$ cat config.mk
export PLATFORM = sky130hd
export DESIGN_NAME = hc_cmd_reg
export DESIGN_NICKNAME = d
export VERILOG_FILES = /design/src/rtl/hc_cmd_pkg.sv /design/src/rtl/hc_req_bit.sv /design/src/rtl/hc_halt_tracker.sv /design/src/rtl/hc_cmd_fields.sv /design/src/rtl/hc_cmd_reg.sv
export SDC_FILE = /design/constraint.sdc
export NUM_CORES = 1
export LEC_CHECK = 0
export BUFFER_PORTS_ARGS = -buffer_cell sky130_fd_sc_hd__buf_2
export CAP_MARGIN = 40
export CORE_ASPECT_RATIO = 0.75
export CORE_MARGIN = 1
export CORE_UTILIZATION = 40
export CTS_CLUSTER_DIAMETER = 80
export DETAILED_ROUTE_END_ITERATION = 8
export PLACE_DENSITY = 0.83
export SETUP_SLACK_MARGIN = 0.02
export SLEW_MARGIN = 5
export SYNTH_ARGS = -nofsm -noshare
export SYNTH_HDL_FRONTEND = slang
export SYNTH_SLANG_ARGS = --single-unit
$ cat constraint.sdc
create_clock -name clk -period 3.7 [get_ports clk]
set_input_delay 0.185 -clock clk [delete_from_list [all_inputs] [get_ports clk]]
set_output_delay 0.185 -clock clk [all_outputs]
set_load 0.01 [all_outputs]
$ cat src/rtl/hc_cmd_pkg.sv
// Shared constants and types for the host controller command register.
// Assumes a 32-bit register; field positions are fixed by software view.
package hc_cmd_pkg;

    localparam int unsigned REG_W = 32;

    // bit positions of the controls
    localparam int unsigned B_RUN    = 0;
    localparam int unsigned B_RESET  = 1;
    localparam int unsigned B_FLS_LO = 2;
    localparam int unsigned B_PSE    = 4;
    localparam int unsigned B_ASE    = 5;
    localparam int unsigned B_BELL   = 6;
    localparam int unsigned B_LIGHT  = 7;
    localparam int unsigned B_PCNT_LO = 8;
    localparam int unsigned B_PEN    = 11;
    localparam int unsigned B_ITC_LO = 16;

    localparam int unsigned ITC_W  = 8;
    localparam int unsigned ITC_MAX = 64;

    typedef enum logic [1:0] {
        FLS_1024 = 2'd0,
        FLS_512  = 2'd1,
        FLS_256  = 2'd2,
        FLS_RSVD = 2'd3
    } fls_e;

    localparam logic [ITC_W-1:0] ITC_RST  = 8'd8;
    localparam logic             PEN_RST  = 1'b1;
    localparam logic [1:0]       PCNT_RST = 2'd3;

    // interrupt rate code is legal when it is a power of two up to ITC_MAX
    function automatic logic itc_legal(input logic [ITC_W-1:0] v);
        return (v != '0) && ((v & (v - 8'd1)) == '0) && (int'(v) <= ITC_MAX);
    endfunction

endpackage

$ cat src/rtl/hc_req_bit.sv
// Request bit set by a software write of 1 and cleared only by a core
// completion strobe or a block-wide soft reset. Writes of 0 are ignored.
// Assumes completion strobes are one cycle wide.
module hc_req_bit (
    input  logic clk,
    input  logic rst_n,
    input  logic soft_clr,
    input  logic set_req,
    input  logic done,
    output logic q
);

    // hold the request until the core reports completion
    always_ff @(posedge clk) begin
        if (!rst_n || soft_clr) begin
            q <= 1'b0;
        end else if (q) begin
            if (done) begin
                q <= 1'b0;
            end
        end else if (set_req) begin
            q <= 1'b1;
        end
    end

endmodule

$ cat src/rtl/hc_halt_tracker.sv
// Halted flag and stop deadline. Halted falls the cycle after run is seen
// while halted; once run is cleared it rises on pipeline idle or on the
// HALT_UFRAMES-th microframe tick, whichever comes first.
// Assumes uframe_tick is a one-cycle pulse.
module hc_halt_tracker #(
    parameter int unsigned HALT_UFRAMES = 16
) (
    input  logic clk,
    input  logic rst_n,
    input  logic soft_clr,
    input  logic run,
    input  logic pipe_idle,
    input  logic tick,
    output logic halted
);

    localparam int unsigned CNT_W = $clog2(HALT_UFRAMES + 1);
    localparam logic [CNT_W-1:0] CNT_LAST = CNT_W'(HALT_UFRAMES - 1);

    logic [CNT_W-1:0] tick_cnt;

    // halted state and microframe count while stopping
    always_ff @(posedge clk) begin
        if (!rst_n || soft_clr) begin
            halted   <= 1'b1;
            tick_cnt <= '0;
        end else if (halted) begin
            tick_cnt <= '0;
            if (run) begin
                halted <= 1'b0;
            end
        end else if (run) begin
            tick_cnt <= '0;
        end else if (pipe_idle) begin
            halted   <= 1'b1;
            tick_cnt <= '0;
        end else if (tick) begin
            if (tick_cnt == CNT_LAST) begin
                halted   <= 1'b1;
                tick_cnt <= '0;
            end else begin
                tick_cnt <= tick_cnt + 1'b1;
            end
        end
    end

endmodule

$ cat src/rtl/hc_cmd_fields.sv
// Plain configuration fields: interrupt rate, frame list size, schedule
// enables and async park controls, with their write-acceptance rules.
// Assumes wr_hit is already decoded for this register.
module hc_cmd_fields
    import hc_cmd_pkg::*;
(
    input  logic             clk,
    input  logic             rst_n,
    input  logic             soft_clr,
    input  logic             wr_hit,
    input  logic [ITC_W-1:0] wr_itc,
    input  logic [1:0]       wr_fls,
    input  logic             wr_pse,
    input  logic             wr_ase,
    input  logic             wr_pen,
    input  logic [1:0]       wr_pcnt,
    input  logic             cap_prog_flist,
    input  logic             cap_park,
    output logic [ITC_W-1:0] itc,
    output logic [1:0]       fls,
    output logic             pse,
    output logic             ase,
    output logic             pen,
    output logic [1:0]       pcnt
);

    // interrupt rate: only legal codes are taken
    always_ff @(posedge clk) begin
        if (!rst_n || soft_clr) begin
            itc <= ITC_RST;
        end else if (wr_hit && itc_legal(wr_itc)) begin
            itc <= wr_itc;
        end
    end

    // frame list size: programmable only with capability, reserved code refused
    always_ff @(posedge clk) begin
        if (!rst_n || soft_clr) begin
            fls <= FLS_1024;
        end else if (wr_hit && cap_prog_flist && (wr_fls != FLS_RSVD)) begin
            fls <= wr_fls;
        end
    end

    // schedule enables: plain read/write
    always_ff @(posedge clk) begin
        if (!rst_n || soft_clr) begin
            pse <= 1'b0;
            ase <= 1'b0;
        end else if (wr_hit) begin
            pse <= wr_pse;
            ase <= wr_ase;
        end
    end

    // park controls: writable only with park capability
    always_ff @(posedge clk) begin
        if (!rst_n || soft_clr) begin
            pen  <= PEN_RST;
            pcnt <= PCNT_RST;
        end else if (wr_hit && cap_park) begin
            pen  <= wr_pen;
            pcnt <= wr_pcnt;
        end
    end

endmodule

$ cat src/rtl/hc_cmd_reg.sv
// Command register unit of a USB 2.0 host controller. Decodes bus writes
// at REG_OFFSET, guards run and reset against a non-halted controller,
// keeps the self-clearing request bits and the halted flag, and returns
// the register image on reads. Assumes single-cycle write strobes.
module hc_cmd_reg
    import hc_cmd_pkg::*;
#(
    parameter int unsigned       ADDR_W       = 8,
    parameter logic [ADDR_W-1:0] REG_OFFSET   = 8'h10,
    parameter int unsigned       HALT_UFRAMES = 16,
    parameter bit                LIGHT_RST_EN = 1'b1
) (
    input  logic              clk,
    input  logic              rst_n,
    input  logic [ADDR_W-1:0] bus_addr,
    input  logic              bus_wr,
    input  logic [REG_W-1:0]  bus_wdata,
    output logic [REG_W-1:0]  bus_rdata,
    input  logic              cap_prog_flist,
    input  logic              cap_park,
    input  logic              uframe_tick,
    input  logic              core_pipe_idle,
    input  logic              core_reset_done,
    input  logic              core_light_done,
    input  logic              core_iaa_done,
    output logic              run_req,
    output logic              reset_req,
    output logic              light_reset_req,
    output logic              doorbell_req,
    output logic              per_sched_en,
    output logic              async_sched_en,
    output logic [1:0]        flist_size,
    output logic [ITC_W-1:0]  irq_thresh,
    output logic              park_en,
    output logic [1:0]        park_cnt,
    output logic              halted
);

    logic addr_hit;
    logic wr_hit;
    logic soft_clr;
    logic unused_wbits;

    // address decode shared by reads and writes
    assign addr_hit = (bus_addr == REG_OFFSET);
    assign wr_hit   = bus_wr && addr_hit;
    // completion of a full reset restores the whole register
    assign soft_clr = reset_req && core_reset_done;
    assign unused_wbits = ^{bus_wdata[31:24], bus_wdata[15:12], bus_wdata[10]};

    // run/stop: set only from halted, cleared by any write of 0
    always_ff @(posedge clk) begin
        if (!rst_n || soft_clr) begin
            run_req <= 1'b0;
        end else if (wr_hit) begin
            if (!bus_wdata[B_RUN]) begin
                run_req <= 1'b0;
            end else if (halted && !reset_req) begin
                run_req <= 1'b1;
            end
        end
    end

    hc_halt_tracker #(
        .HALT_UFRAMES(HALT_UFRAMES)
    ) u_halt (
        .clk      (clk),
        .rst_n    (rst_n),
        .soft_clr (soft_clr),
        .run      (run_req),
        .pipe_idle(core_pipe_idle),
        .tick     (uframe_tick),
        .halted   (halted)
    );

    hc_req_bit u_reset_bit (
        .clk     (clk),
        .rst_n   (rst_n),
        .soft_clr(1'b0),
        .set_req (wr_hit && bus_wdata[B_RESET] && halted),
        .done    (core_reset_done),
        .q       (reset_req)
    );

    hc_req_bit u_bell_bit (
        .clk     (clk),
        .rst_n   (rst_n),
        .soft_clr(soft_clr),
        .set_req (wr_hit && bus_wdata[B_BELL]),
        .done    (core_iaa_done),
        .q       (doorbell_req)
    );

    generate
        if (LIGHT_RST_EN) begin : g_light
            hc_req_bit u_light_bit (
                .clk     (clk),
                .rst_n   (rst_n),
                .soft_clr(soft_clr),
                .set_req (wr_hit && bus_wdata[B_LIGHT]),
                .done    (core_light_done),
                .q       (light_reset_req)
            );
        end else begin : g_no_light
            logic unused_light;
            assign unused_light    = core_light_done;
            assign light_reset_req = 1'b0;
        end
    endgenerate

    hc_cmd_fields u_fields (
        .clk           (clk),
        .rst_n         (rst_n),
        .soft_clr      (soft_clr),
        .wr_hit        (wr_hit),
        .wr_itc        (bus_wdata[B_ITC_LO +: ITC_W]),
        .wr_fls        (bus_wdata[B_FLS_LO +: 2]),
        .wr_pse        (bus_wdata[B_PSE]),
        .wr_ase        (bus_wdata[B_ASE]),
        .wr_pen        (bus_wdata[B_PEN]),
        .wr_pcnt       (bus_wdata[B_PCNT_LO +: 2]),
        .cap_prog_flist(cap_prog_flist),
        .cap_park      (cap_park),
        .itc           (irq_thresh),
        .fls           (flist_size),
        .pse           (per_sched_en),
        .ase           (async_sched_en),
        .pen           (park_en),
        .pcnt          (park_cnt)
    );

    // read image assembly
    always_comb begin
        bus_rdata = '0;
        if (addr_hit) begin
            bus_rdata[B_RUN]             = run_req;
            bus_rdata[B_RESET]           = reset_req;
            bus_rdata[B_FLS_LO +: 2]     = flist_size;
            bus_rdata[B_PSE]             = per_sched_en;
            bus_rdata[B_ASE]             = async_sched_en;
            bus_rdata[B_BELL]            = doorbell_req;
            bus_rdata[B_LIGHT]           = light_reset_req;
            bus_rdata[B_PCNT_LO +: 2]    = park_cnt;
            bus_rdata[B_PEN]             = park_en;
            bus_rdata[B_ITC_LO +: ITC_W] = irq_thresh;
        end
    end

endmodule

==> reports/results.ini, run 1 <==
[sta]
hold_viol_final = 0
finalCritPeriodShare_pct = 48.25
relSlewSlack_pct = 65.61
fin_setup_tns_ps = 0
rsz0062_at_grt = false
setup_viol_count_final = 0
skew_ps = 6.525
fmax_mhz = 560.2
worst_pin_slew_ps = 515.8
finalWorstPathRequiredPeriod_ps = 1785
slew_viol_final = 0

[yosys]
synthTopCellsByArea = dfxtp_1 (38%), and3_1 (9.5%), buf_4 (7.4%)
ys_seq_area_share_pct = 38.13
synthSimpleGateAreaFrac_pct = 31.84
synth_compound_area_share_pct = 13.63
synth_top_family_by_area = simple AND/OR/NAND/NOR gates
synth-adder-area-share_pct = 0.9533
ys_warn_count = 0
ys_ff_latch = 25
synth.area.mux_share_pct = 2.479
synthXorXnorAreaFrac_pct = 2.002
avgSynthCellArea_um2 = 8.052
yosysTopAreaCell = dfxtp_1
syn_inst = 163
syn-cell-area_um2 = 1313
synth_top_area_share_pct = 38.13
synth.distinct_cells = 33

[clock_network]
clockBufferDepth = 2
cts_tree = built
clkSinkCount = 25
cts_resized = 0
numCtsBuffers = 3
cts_max_level = 1
post-cts-setup-buffers = 0
clk_latency_ps = 260
cts_hold_buffers = 0
cts.root.buffer_cell = clkbuf_8
clk_pin_slew_ps = 80

[layout]
multi_input_area_um2 = 729.5
num-fill-cells = 302
finalNonFillerCells = 272
final_common_cell = buf_2
syn_to_final_growth_pct = 31.17
layout.nets = 286
drive_above_1_share_pct = 37.61
antenna-diode-count = 0
regArea_um2 = 500.5
mostFrequentLayoutCells = buf_2 (75), dfxtp_1 (25), and3_1 (20), nand2_1 (17), nand3_1 (15)

[power]
vdd_ir_drop_max_uv = 267.0
powerDensity_nw_per_um2 = 275.2
leakagePower_nw = 0.8807
power_mw = 0.4738

[min_path]
hp-class = in -> reg

[detailed_routing]
post_drt_via_cell_ratio = 5.110
wl_per_cell_um = 12.35
drc = 0
drt_iter0_drc = 37
wl_mm = 3.358
dr_total_vias = 1390
dr.pass1.iters = 5
antenna_left = 0

[worst_setup_path]
critPathBufInv = 2
critical_path.max_fanout = 21
arrival_ps = 1970
cp_top_family = simple AND/OR/NAND/NOR gates
cp_slowest_cell = and3_1
path_cells = buf_2 -> nor4b_2 -> buf_4 -> and3_1 -> and2_1 -> nand3_1 -> a21oi_1
worstPathRequired_ps = 3880
slowest_delay_ps = 520
rrSetupSlack_ps = 2100
worstSetupStartpointType = input pin
crit_type = in -> reg
worstSetupEndpointType = flop

[floorplan]
die-area_um2 = 3517
start_util_pct = 43.45
io_pins = 102
core_area_um2 = 3020
die_x_um = 68.15
die_h_um = 51.61
row_count = 17

[place]
place_congestion = 0.8073
io_buffers = 75
hpwl_mm = 2.570
placed_cells = 268

[global_routing]
grt_use_total_pct = 19.11
grt_max_degree = 22
overflow = 0
antenna_found_initial = 0
grt_pass1_vias = 1151
grt_pass1_wl_mm = 5.099

[flow_run]
cap_violations = 0

[outcome]
status = finished clean

-- tightest hold or removal path, stage by stage --
cell     delay [ps]
buf_2            90
nand2_1          40
a21oi_1          50
-- where the power goes --
group	leakage [nW]	switching, mW	total (mW)	internal (mW)
clock	0.0255	0.0784	0.153	0.0750
combinational	0.654	0.0309	0.0513	0.0204
sequential	0.201	0.000146	0.269	0.269
total	0.881	0.109	0.474	0.364
-- synthesized netlist by cell type, drive strengths merged --
master,number
conb,1
nor2,10
a211oi,1
a31oi,4
ha,1
buf,14
a211o,1
mux2i,1
or4,2
o21ai,10
xor2,2
nor4b,1
mux2,2
nand2,17
clkbuf,8
and2,2
or4b,1
inv,2
nor3,4
dfxtp,25
and3,20
nand3,15
a2111oi,1
o21a,1
a21oi,10
xnor2,1
nor4,3
o31a,1
nand4,2
-- stage by stage --
| stage | cell area, um^2 | util [%] | setup slack (ps) | hold WS, ps |
|---|---|---|---|---|
| 6_report | 1722 | 57.00 | 1915 | 157.9 |
| 5_1_grt | 1722 | 57.00 | 1692 | 148.8 |
| 4_1_cts | 1722 | 57.00 | 1918 | 152.2 |
| 3_5_place_dp | 1675 | 55.47 | 1646 | 425.0 |
| 3_3_place_gp | 1675 | 55.47 | 1662 | 417.1 |
| 2_1_floorplan | 1358 | - | 2050 | 321.0 |
-- registers in the layout, indices dropped and copies added (netlist names) --
name / flops
u_fields.itc: 8
u_halt.tick_cnt: 5
u_fields.fls: 2
u_fields.pcnt: 2
g_light.u_light_bit.q: 1
run_req: 1
u_bell_bit.q: 1
u_fields.ase: 1
u_fields.pen: 1
u_fields.pse: 1
u_halt.halted: 1
u_reset_bit.q: 1
-- cell type report --
type,count,area share [%]
Timing Repair Buffer,77,22.67
Sequential cell,25,29.07
Multi-Input combinational cell,126,42.37
Clock buffer,3,2.398
Inverter,2,0.4360
Clock inverter,1,0.2907
Tap cell,38,2.762
-- final timing paths --
kind                                         start                 end  cells past startpoint
worst max-delay path                   bus_addr[5]     u_fields.itc[4]                      7
worst min-delay path                  bus_wdata[4]        u_fields.pse                      3
worst max register to register       u_reset_bit.q  u_halt.tick_cnt[3]                      4
worst min register to register  u_halt.tick_cnt[4]  u_halt.tick_cnt[4]                      2
-- logic make-up (layout without fill, tap and decap cells) --
kind of cell,Yosys count,in the layout
AO/OA/AOI/OAI,29,29
flip-flops,25,25
buffers and inverters,24,83
AND/OR/NAND/NOR,77,77
XOR/XNOR,3,3
adder cells (fa/ha/maj),1,1
multiplexers,3,3
other,1,13
-- layer usage --
| layer | global-route usage, % | vias to the layer above | share of wire, % |
|---|---|---|---|
| met3 | 5.702 | 2 | 6.9 |
| met1 | 25.13 | 637 | 47 |
| met5 | 0 | - | 0 |
| li1 | - | 697 | - |
| met4 | 1.042 | 0 | 0.24 |
| met2 | 32.03 | 54 | 46 |
Power figures use the tool's default switching activity.
==> run 2: changes to the inputs <==
Settings changed: CORE_UTILIZATION 40 to 39, PLACE_DENSITY 0.83 to 0.81.
Clock period 3.7 ns to 1.75 ns, I/O delays scaled along.
==> reports/results.ini, run 2 (synthesis gave the netlist of run 1 again) <==
[worst_setup_path]
worstSetupEndpointType = flop
crit_type = in -> reg
critical_path.max_fanout = 8  ; -62%
worstSetupStartpointType = input pin
arrival_ps = 1680  ; -290 ps
worstPathRequired_ps = 1940  ; -1940 ps

[sta]
skew_ps = 7.927  ; +1.402 ps
setup_viol_count_final = 0  ; unchanged
fin_setup_tns_ps = 0  ; unchanged
finalWorstPathRequiredPeriod_ps = 1483
fin_hold_ws_ps = 53.74  ; -104.2 ps
fmax_mhz = 674.5
slew_viol_final = 0  ; unchanged
finalCritPeriodShare_pct = 84.72
rsz0062_at_grt = false
hold_viol_final = 0  ; unchanged
fin_ws_ps = 267.5  ; -1647 ps

[clock_network]
cts_hold_buffers = 0  ; unchanged
cts_tree = built
clk_pin_slew_ps = 90  ; about the same
cts.root.buffer_cell = clkbuf_8
cts_resized = 0  ; unchanged
clockBufferDepth = 2  ; unchanged
post-cts-setup-buffers = 0  ; unchanged
clk_latency_ps = 270  ; about the same
clkSinkCount = 25  ; unchanged
cts_max_level = 1  ; unchanged
numCtsBuffers = 3  ; unchanged

[layout]
syn_to_final_growth_pct = 34.03
mostFrequentLayoutCells = buf_2 (75), dfxtp_1 (25), and3_1 (20), nand2_1 (17), nand3_1 (15)
largest_reg_flops = 8  ; unchanged
finalNonFillerCells = 277  ; +1.8%
antenna-diode-count = 0  ; unchanged
postLayoutCellArea_um2 = 1759  ; +2.2%
largestRegisters = u_fields.itc: 8 flops, u_halt.tick_cnt: 5 flops
drive_above_1_share_pct = 38.91  ; +1.3 points
final_common_cell = buf_2
top_register = u_fields.itc
final_util_pct = 57.43  ; +0.43 points
layout.nets = 291  ; +1.7%

[flow_run]
cap_violations = 0  ; unchanged

[floorplan]
die_h_um = 52.24  ; +1.2%
die-area_um2 = 3604  ; +2.5%
start_util_pct = 42.85  ; -0.60 points
io_pins = 102  ; unchanged
row_count = 17  ; unchanged
die_x_um = 68.99  ; +1.2%
core_area_um2 = 3063  ; +1.4%

[place]
hpwl_mm = 2.553  ; -0.65%
io_buffers = 75  ; unchanged
placed_cells = 273  ; +1.9%
pre_cts_ws_ps = -7.422  ; -1653 ps
dpl-instance-area_um2 = 1713  ; +2.2%
place_congestion = 0.9110  ; +13%

[detailed_routing]
wl_mm = 3.399  ; +1.2%
post_drt_via_cell_ratio = 5.087  ; -0.46%
antenna_left = 0  ; unchanged
dr_total_vias = 1409  ; +1.4%
drc = 0  ; unchanged
dr.pass1.iters = 4  ; -1
wl_per_cell_um = 12.27  ; -0.61%
drt_iter0_drc = 40  ; +8.1%

[power]
power_mw = 1.018  ; +110%
leakagePower_nw = 0.9061  ; +2.9%
vdd_ir_drop_max_uv = 316.4  ; +18%
powerDensity_nw_per_um2 = 578.9  ; +110%

[global_routing]
grt_max_degree = 21  ; -4.5%
grt_pass1_vias = 1225  ; +6.4%
overflow = 0  ; unchanged
grt_pass1_wl_mm = 5.361  ; +5.1%
grt_use_total_pct = 20.09  ; +0.98 points
antenna_found_initial = 0  ; unchanged

[min_path]
hp-class = in -> reg

[outcome]
status = finished clean

[run 2: cell count changes in the layout (fill, tap and decap cells not counted)]
cell	before	now
buf_4	2	7
[run 2: critical path, cell delays in order]
cell and delay (ps):
buf_2 130, or4_4 530, o31a_1 300, a211oi_4 360, nand3_1 130, a21oi_1 150
[run 2: layout make-up]
type / instances / area, um^2
clock buffers: 3 / 41.29
clock inverters: 1 / 5.005
fillers: 300 / 1304
inverters: 2 / 7.507
multi-input cells: 126 / 729.5
flip-flops and latches: 25 / 500.5
well taps: 38 / 47.55
repair buffers: 82 / 427.9
[run 2: power by group]
part | switching, mW | internal (mW) | total (mW)
Sequential | 0.000280 | 0.569 | 0.569
Combinational | 0.0673 | 0.0456 | 0.113
Clock | 0.177 | 0.159 | 0.337
Total | 0.245 | 0.773 | 1.02
[run 2: metal layers]
layer / share of wire (%) / GRT usage, % / vias to the layer above
met5: 0 / 0 / -
met4: 0.79 / 4.082 / 0
met3: 7.6 / 6.739 / 6
met2: 46 / 32.52 / 53
met1: 45 / 25.84 / 641
li1: - / - / 709
[run 2: path summary, 6_finish.rpt]
kind                                          from                 end  slack, ps  cells after the start
worst max-delay path                 bus_wdata[16]     u_fields.itc[5]        270                      6
worst min-delay path                  bus_wdata[5]        u_fields.ase         50                      3
worst max register to register       u_reset_bit.q  u_halt.tick_cnt[0]        490                      4
worst min register to register  u_halt.tick_cnt[4]  u_halt.tick_cnt[4]        430                      2
